**src/rtl/uart_dreq_pkg.sv**
```systemverilog
package uart_dreq_pkg;

    // Which side of the UART a trigger unit serves
    typedef enum logic {
        DIR_TX = 1'b0,
        DIR_RX = 1'b1
    } dreq_dir_e;

    // Request pair of one direction
    typedef struct packed {
        logic burst;
        logic single;
    } dreq_pair_t;

    // Watermark code to eighths of the FIFO depth; codes above 4 act as half
    function automatic int unsigned wm_eighths(input logic [2:0] code);
        case (code)
            3'd0:    return 1;
            3'd1:    return 2;
            3'd2:    return 4;
            3'd3:    return 6;
            3'd4:    return 7;
            default: return 4;
        endcase
    endfunction

endpackage

```
**src/rtl/dreq_trigger.sv**
```systemverilog
module dreq_trigger
    import uart_dreq_pkg::*;
#(
    parameter int unsigned DEPTH = 32,
    parameter int unsigned LVL_W = $clog2(DEPTH + 1),
    parameter dreq_dir_e   DIR   = DIR_TX
) (
    input  logic [LVL_W-1:0] level,
    input  logic [2:0]       wm_sel,
    output dreq_pair_t       want
);
    localparam int unsigned      STEP    = DEPTH / 8;
    localparam logic [LVL_W-1:0] DEPTH_L = LVL_W'(DEPTH);

    logic [LVL_W-1:0] fill;
    logic [LVL_W-1:0] avail;
    logic [LVL_W-1:0] wm_part;
    logic [LVL_W-1:0] need;

    // Fill level clamped to the FIFO depth
    assign fill    = (level > DEPTH_L) ? DEPTH_L : level;
    assign wm_part = LVL_W'(STEP * wm_eighths(wm_sel));

    generate
        if (DIR == DIR_TX) begin : g_tx
            // Transmit side counts empty slots against the complement of the mark
            assign avail = DEPTH_L - fill;
            assign need  = DEPTH_L - wm_part;
        end else begin : g_rx
            // Receive side counts filled entries against the mark itself
            assign avail = fill;
            assign need  = wm_part;
        end
    endgenerate

    always_comb begin
        want.single = (avail != '0);
        want.burst  = (avail >= need);
    end

endmodule

```
**src/rtl/dreq_hold.sv**
```systemverilog
module dreq_hold (
    input  logic clk,
    input  logic rst,
    input  logic allow,
    input  logic busy,
    input  logic want,
    output logic req
);
    // Raise on the trigger, hold until busy, never raise during busy
    always_ff @(posedge clk) begin
        if (rst) begin
            req <= 1'b0;
        end else begin
            req <= allow & ~busy & (req | want);
        end
    end

endmodule

```
**src/rtl/uart_dma_req.sv**
```systemverilog
module uart_dma_req
    import uart_dreq_pkg::*;
#(
    parameter int unsigned DEPTH = 32,
    parameter int unsigned LVL_W = $clog2(DEPTH + 1)
) (
    input  logic             clk,
    input  logic             rst,
    input  logic             uart_en,
    input  logic             tx_dma_en,
    input  logic             rx_dma_en,
    input  logic             dma_busy,
    input  logic             err_gate_en,
    input  logic [3:0]       rx_err,
    input  logic [LVL_W-1:0] tx_level,
    input  logic [LVL_W-1:0] rx_level,
    input  logic [2:0]       tx_wm_sel,
    input  logic [2:0]       rx_wm_sel,
    output logic             tx_single,
    output logic             tx_burst,
    output logic             rx_single,
    output logic             rx_burst
);
    localparam int unsigned NREQ = 4;

    dreq_pair_t tx_want;
    dreq_pair_t rx_want;
    logic       rx_gated;
    logic       tx_allow;
    logic       rx_allow;

    logic [NREQ-1:0] want_vec;
    logic [NREQ-1:0] allow_vec;
    logic [NREQ-1:0] req_vec;

    dreq_trigger #(.DEPTH(DEPTH), .LVL_W(LVL_W), .DIR(DIR_TX)) u_tx_trig (
        .level  (tx_level),
        .wm_sel (tx_wm_sel),
        .want   (tx_want)
    );

    dreq_trigger #(.DEPTH(DEPTH), .LVL_W(LVL_W), .DIR(DIR_RX)) u_rx_trig (
        .level  (rx_level),
        .wm_sel (rx_wm_sel),
        .want   (rx_want)
    );

    assign rx_gated  = err_gate_en & (|rx_err);
    assign tx_allow  = uart_en & tx_dma_en;
    assign rx_allow  = uart_en & rx_dma_en & ~rx_gated;

    // Order: {rx_burst, rx_single, tx_burst, tx_single}
    assign want_vec  = {rx_want.burst, rx_want.single, tx_want.burst, tx_want.single};
    assign allow_vec = {rx_allow, rx_allow, tx_allow, tx_allow};

    generate
        for (genvar k = 0; k < NREQ; k++) begin : g_req
            dreq_hold u_hold (
                .clk   (clk),
                .rst   (rst),
                .allow (allow_vec[k]),
                .busy  (dma_busy),
                .want  (want_vec[k]),
                .req   (req_vec[k])
            );
        end
    endgenerate

    assign tx_single = req_vec[0];
    assign tx_burst  = req_vec[1];
    assign rx_single = req_vec[2];
    assign rx_burst  = req_vec[3];

endmodule

```
**config.mk**
```make
export PLATFORM = sky130hd
export DESIGN_NAME = uart_dma_req
export DESIGN_NICKNAME = d
export VERILOG_FILES = /design/src/rtl/uart_dreq_pkg.sv /design/src/rtl/dreq_trigger.sv /design/src/rtl/dreq_hold.sv /design/src/rtl/uart_dma_req.sv
export SDC_FILE = /design/constraint.sdc
export NUM_CORES = 1
export LEC_CHECK = 0
export ABC_AREA = 1
export CAP_MARGIN = 20
export CORE_MARGIN = 10
export CORE_UTILIZATION = 25
export CTS_CLUSTER_SIZE = 25
export DETAILED_ROUTE_END_ITERATION = 12
export PLACE_DENSITY = 0.57
export REMOVE_ABC_BUFFERS = 1
export SETUP_SLACK_MARGIN = 0.3
export SLEW_MARGIN = 10
export SYNTH_ARGS = -nofsm -noshare
export SYNTH_HDL_FRONTEND = slang
export SYNTH_SLANG_ARGS = --single-unit
```
**constraint.sdc**
```tcl
create_clock -name clk -period 2.3 [get_ports clk]
set_input_delay 0.575 -clock clk [delete_from_list [all_inputs] [get_ports clk]]
set_output_delay 0.575 -clock clk [all_outputs]
set_load 0.01 [all_outputs]
```
==> impl_results.rst <==
.. list-table::
   :header-rows: 1

   * - Metric
     - Value
   * - Number of hold-repair buffers added at the cts stage
     - 0
   * - Most used standard cell by instance count after synthesis
     - sky130_fd_sc_hd__inv_1
   * - Antenna violations before repair
     - 0
   * - Area growth from synthesis to layout
     - 81.3%
   * - All-Layer GR Usage
     - 7.55%
   * - Synth Cell Area
     - 568 um2
   * - Wire per inst
     - 10.1 um
   * - Register-to-Register Setup Slack
     - 1670 ps
   * - Final cell utilization of the core
     - 47.0%
   * - Clock Root Buffer
     - sky130_fd_sc_hd__clkbuf_4
   * - Critical register-to-register path startpoint
     - g_req[2].u_hold.req
   * - Critical Path Start Type
     - input pin
   * - Share of flip-flops with an asynchronous set or reset after synthesis
     - 0%
   * - Area share of the leading cell type in the synthesized netlist
     - 17.2%
   * - CTS tree
     - built
   * - Violation count after the first detailed-route iteration
     - 39
   * - Share of layout cells above drive strength 1
     - 17.0%
   * - Maximum number of pins on one net before global-route repair
     - 8
   * - Routed Antenna Nets
     - 0
   * - Total count of max-transition violations in the final report
     - 0
   * - Regs by FF count
     - g_req.u_hold.req x4
   * - Skew final
     - 0 ps
   * - Post-synthesis simple-gate area fraction
     - 40.3%
   * - Worst setup EP type
     - register
   * - Cell type contributing the most total cell area after synthesis
     - sky130_fd_sc_hd__inv_1
   * - Final setup fails
     - 0
   * - Capture endpoint of the worst hold path
     - g_req[2].u_hold.req
   * - H-tree depth
     - 1
   * - Min setup slack post-route
     - 408 ps
   * - Post-place setup slack
     - -54.4 ps
   * - Post-synth top cells
     - sky130_fd_sc_hd__inv_1 (26), sky130_fd_sc_hd__nand2_1 (24), sky130_fd_sc_hd__nor2_1 (15)
   * - Via total after detailed routing
     - 713
   * - Die Wd
     - 67.7 um
   * - Worst IR Drop VDD
     - 0.000107 V
   * - Cell types with the largest area share after synthesis
     - sky130_fd_sc_hd__inv_1 (17%), sky130_fd_sc_hd__nand2_1 (16%), sky130_fd_sc_hd__ha_1 (15%), sky130_fd_sc_hd__dfxtp_1 (14%), sky130_fd_sc_hd__nor2_1 (9.9%)
   * - Logic depth of the worst register-to-register path
     - 2
   * - Wire length of the first global-routing pass
     - 2640 um
   * - Worst min path class
     - reg2reg
   * - Ant. Diodes
     - 0
   * - Post-Synth Adder-Cell Area
     - 15.4%
   * - Clock slew at reported path FFs
     - 40 ps
   * - Number of CTS-inserted buffers
     - 3
   * - Total iterations of the first detailed-routing run
     - 4
   * - Multi-input gate area
     - 428 um2
   * - Cell area power density
     - 294 nW/um2
   * - End of the worst register-to-register path
     - g_req[2].u_hold.req
   * - Most flop-heavy register
     - g_req.u_hold.req
   * - Max reg flops
     - 4
   * - Number of flops mapped to enable cells by yosys
     - 0
   * - Post-layout minimum cycle time
     - 1890 ps
   * - Part of the Yosys area used for sequential elements
     - 14.1%
   * - Worst hold path startpoint
     - g_req[2].u_hold.req
   * - Number of nets in the final layout
     - 179
   * - Weighted congestion reported at the end of routability-driven placement
     - 0.766
   * - Congestion Overflow GR
     - 0
   * - DIE HEIGHT
     - 67.7 um
   * - Number of hold violations in the final report
     - 0
   * - Synth warnings
     - 0
   * - Main combinational cell family by area after synthesis
     - simple AND/OR/NAND/NOR gates
   * - Post-route clock period utilization
     - 82.3%
   * - Flip-flop cell with the highest count after synthesis
     - sky130_fd_sc_hd__dfxtp_1
   * - Leakage power figure
     - 0.587 nW
   * - Maximum fanout along the worst path
     - 3
   * - Final Routed Wirelength
     - 1710 um
   * - DIE AREA
     - 4580 um2
   * - Starting Density
     - 25.9%
   * - TritonCTS sink count
     - 4
   * - Number of distinct standard cells referenced by the synthesized netlist
     - 20
   * - Outcome
     - finished clean
   * - Post-synthesis compound-gate area fraction
     - 10.8%
   * - Vias in the first global route
     - 676
   * - Arrival @ worst endpoint
     - 2030 ps
   * - Number of vias per cell
     - 4.22
   * - Total of max-cap violations
     - 0
   * - Cell count of the worst hold path
     - 2
   * - Max Root-Sink Buffers
     - 2
   * - Boundary pin count
     - 33
   * - HPWL after detailed placement
     - 1450 um
   * - Cell count after synthesis
     - 101
   * - FF+latch area
     - 80.1 um2
   * - Skew-Pair Late Insertion Delay
     - 240 ps
   * - Row count
     - 17
   * - Kind of critical path
     - in2reg
   * - Residual DRC
     - 0
   * - Required time at the worst-slack endpoint
     - 2440 ps
   * - Port Buffer Count
     - 32
   * - Maximum operating frequency
     - 0.529 GHz
   * - Filler cells
     - 236
   * - Number of flip-flops and latches in the synthesized netlist
     - 4
   * - Core region area
     - 2190 um2
   * - Avg Synthesized Cell Area
     - 5.62 um2
   * - Setup repair after global routing missed its margin
     - false
   * - Post-synthesis mux area share
     - 0%
   * - XOR/XNOR share of the synthesized area
     - 1.54%
[routing by layer]
layer  share of wire (%)  vias up  GRT usage [%]
met5                   0        -              0
met4                0.82        0           3.85
met3                  13        2           4.96
met2                  49       24           13.3
met1                  37      299           6.45
li1                    -      388              -
[logic make-up after synthesis]
logic type	after synthesis
AO/OA/AOI/OAI	9
XOR/XNOR	1
adder cells (fa/ha/maj)	7
buffers and inverters	26
flip-flops	4
other	1
AND/OR/NAND/NOR	53
[cell usage in the layout, fill, tap and decap left out]
| master | Yosys | layout |
|---|---|---|
| sky130_fd_sc_hd__a21oi_2 | 1 | 2 |
| sky130_fd_sc_hd__nand2_1 | 24 | 21 |
| sky130_fd_sc_hd__ha_1 | 7 | 6 |
| sky130_fd_sc_hd__nand3_1 | 5 | 5 |
| sky130_fd_sc_hd__nand4_1 | 2 | 2 |
| sky130_fd_sc_hd__ha_4 | 0 | 1 |
| sky130_fd_sc_hd__buf_4 | 0 | 5 |
| sky130_fd_sc_hd__xnor2_1 | 1 | 1 |
| sky130_fd_sc_hd__clkdlybuf4s50_1 | 0 | 21 |
| sky130_fd_sc_hd__nor3b_1 | 1 | 1 |
| sky130_fd_sc_hd__dlygate4sd2_1 | 0 | 5 |
| sky130_fd_sc_hd__nor3_1 | 2 | 1 |
| sky130_fd_sc_hd__nand3b_1 | 2 | 2 |
| sky130_fd_sc_hd__nand2_2 | 0 | 3 |
| sky130_fd_sc_hd__dfxtp_1 | 4 | 4 |
| sky130_fd_sc_hd__o21ai_1 | 0 | 1 |
| sky130_fd_sc_hd__dlymetal6s2s_1 | 0 | 6 |
| sky130_fd_sc_hd__o21ai_2 | 1 | 1 |
| sky130_fd_sc_hd__inv_1 | 26 | 22 |
| sky130_fd_sc_hd__or2_1 | 1 | 1 |
| sky130_fd_sc_hd__or2_0 | 1 | 1 |
| sky130_fd_sc_hd__clkbuf_4 | 0 | 3 |
| sky130_fd_sc_hd__inv_2 | 0 | 4 |
| sky130_fd_sc_hd__a21boi_2 | 0 | 1 |
| sky130_fd_sc_hd__o21bai_2 | 1 | 1 |
| sky130_fd_sc_hd__o21ai_0 | 3 | 2 |
| sky130_fd_sc_hd__a21oi_1 | 2 | 1 |
| sky130_fd_sc_hd__nor2_2 | 0 | 2 |
| sky130_fd_sc_hd__nor3_2 | 0 | 1 |
| sky130_fd_sc_hd__nor2_1 | 15 | 13 |
| sky130_fd_sc_hd__conb_1 | 1 | 1 |
[layout make-up]
| cell class | instances | area share, % |
|---|---|---|
| multi-input cells | 71 | 41.6 |
| repair buffers | 37 | 35.6 |
| flip-flops and latches | 4 | 7.78 |
| clock buffers | 3 | 2.19 |
| inverters | 26 | 9.48 |
| well taps | 28 | 3.40 |
[timing repair]
action / 4_1_cts / 5_1_grt
pin swaps: 12 / 8
setup buffers: 1 / 1
resized for setup: 14 / 12
gates cloned: 0 / 0
setup endpoints to repair: 2 / 2
[power breakdown]
group | internal, mW | total, mW | switching, mW
Sequential | 0.0710 | 0.0717 | 0.000689
Clock | 0.0585 | 0.0895 | 0.0310
Combinational | 0.0803 | 0.141 | 0.0610
Total | 0.210 | 0.302 | 0.0926
[critical path, stage by stage]
cell	delay [ps]
sky130_fd_sc_hd__clkdlybuf4s50_1	530
sky130_fd_sc_hd__inv_1	50
sky130_fd_sc_hd__o21ai_1	220
sky130_fd_sc_hd__ha_4	240
sky130_fd_sc_hd__nand2_1	50
sky130_fd_sc_hd__nand2_1	60
sky130_fd_sc_hd__a21oi_2	110
sky130_fd_sc_hd__nand3_1	80
sky130_fd_sc_hd__nand2_1	70
sky130_fd_sc_hd__inv_1	30
[through the flow]
step	setup TNS (ps)	hold slack (ps)	cells	area [um2]	total power [mW]
floorplan	0	510	101	568	0.135
global placement	-56.1	474	164	946	0.203
detailed placement	-79.6	484	164	946	0.205
CTS	0	495	168	995	0.304
global route	0	551	169	1030	0.332
finish	0	486	169	1030	0.302
[worst max-delay path by stage]
stage / cells past startpoint / from / endpoint
after floorplan: 15 / tx_level[1] / g_req[1].u_hold.req
after detailed placement: 14 / tx_level[0] / g_req[1].u_hold.req
after global placement: 14 / tx_level[1] / g_req[1].u_hold.req
after CTS: 12 / rx_level[2] / g_req[3].u_hold.req
after global routing: 11 / tx_wm_sel[0] / g_req[1].u_hold.req
final: 10 / tx_wm_sel[1] / g_req[1].u_hold.req
No activity file was read; power rests on OpenSTA's default activity.
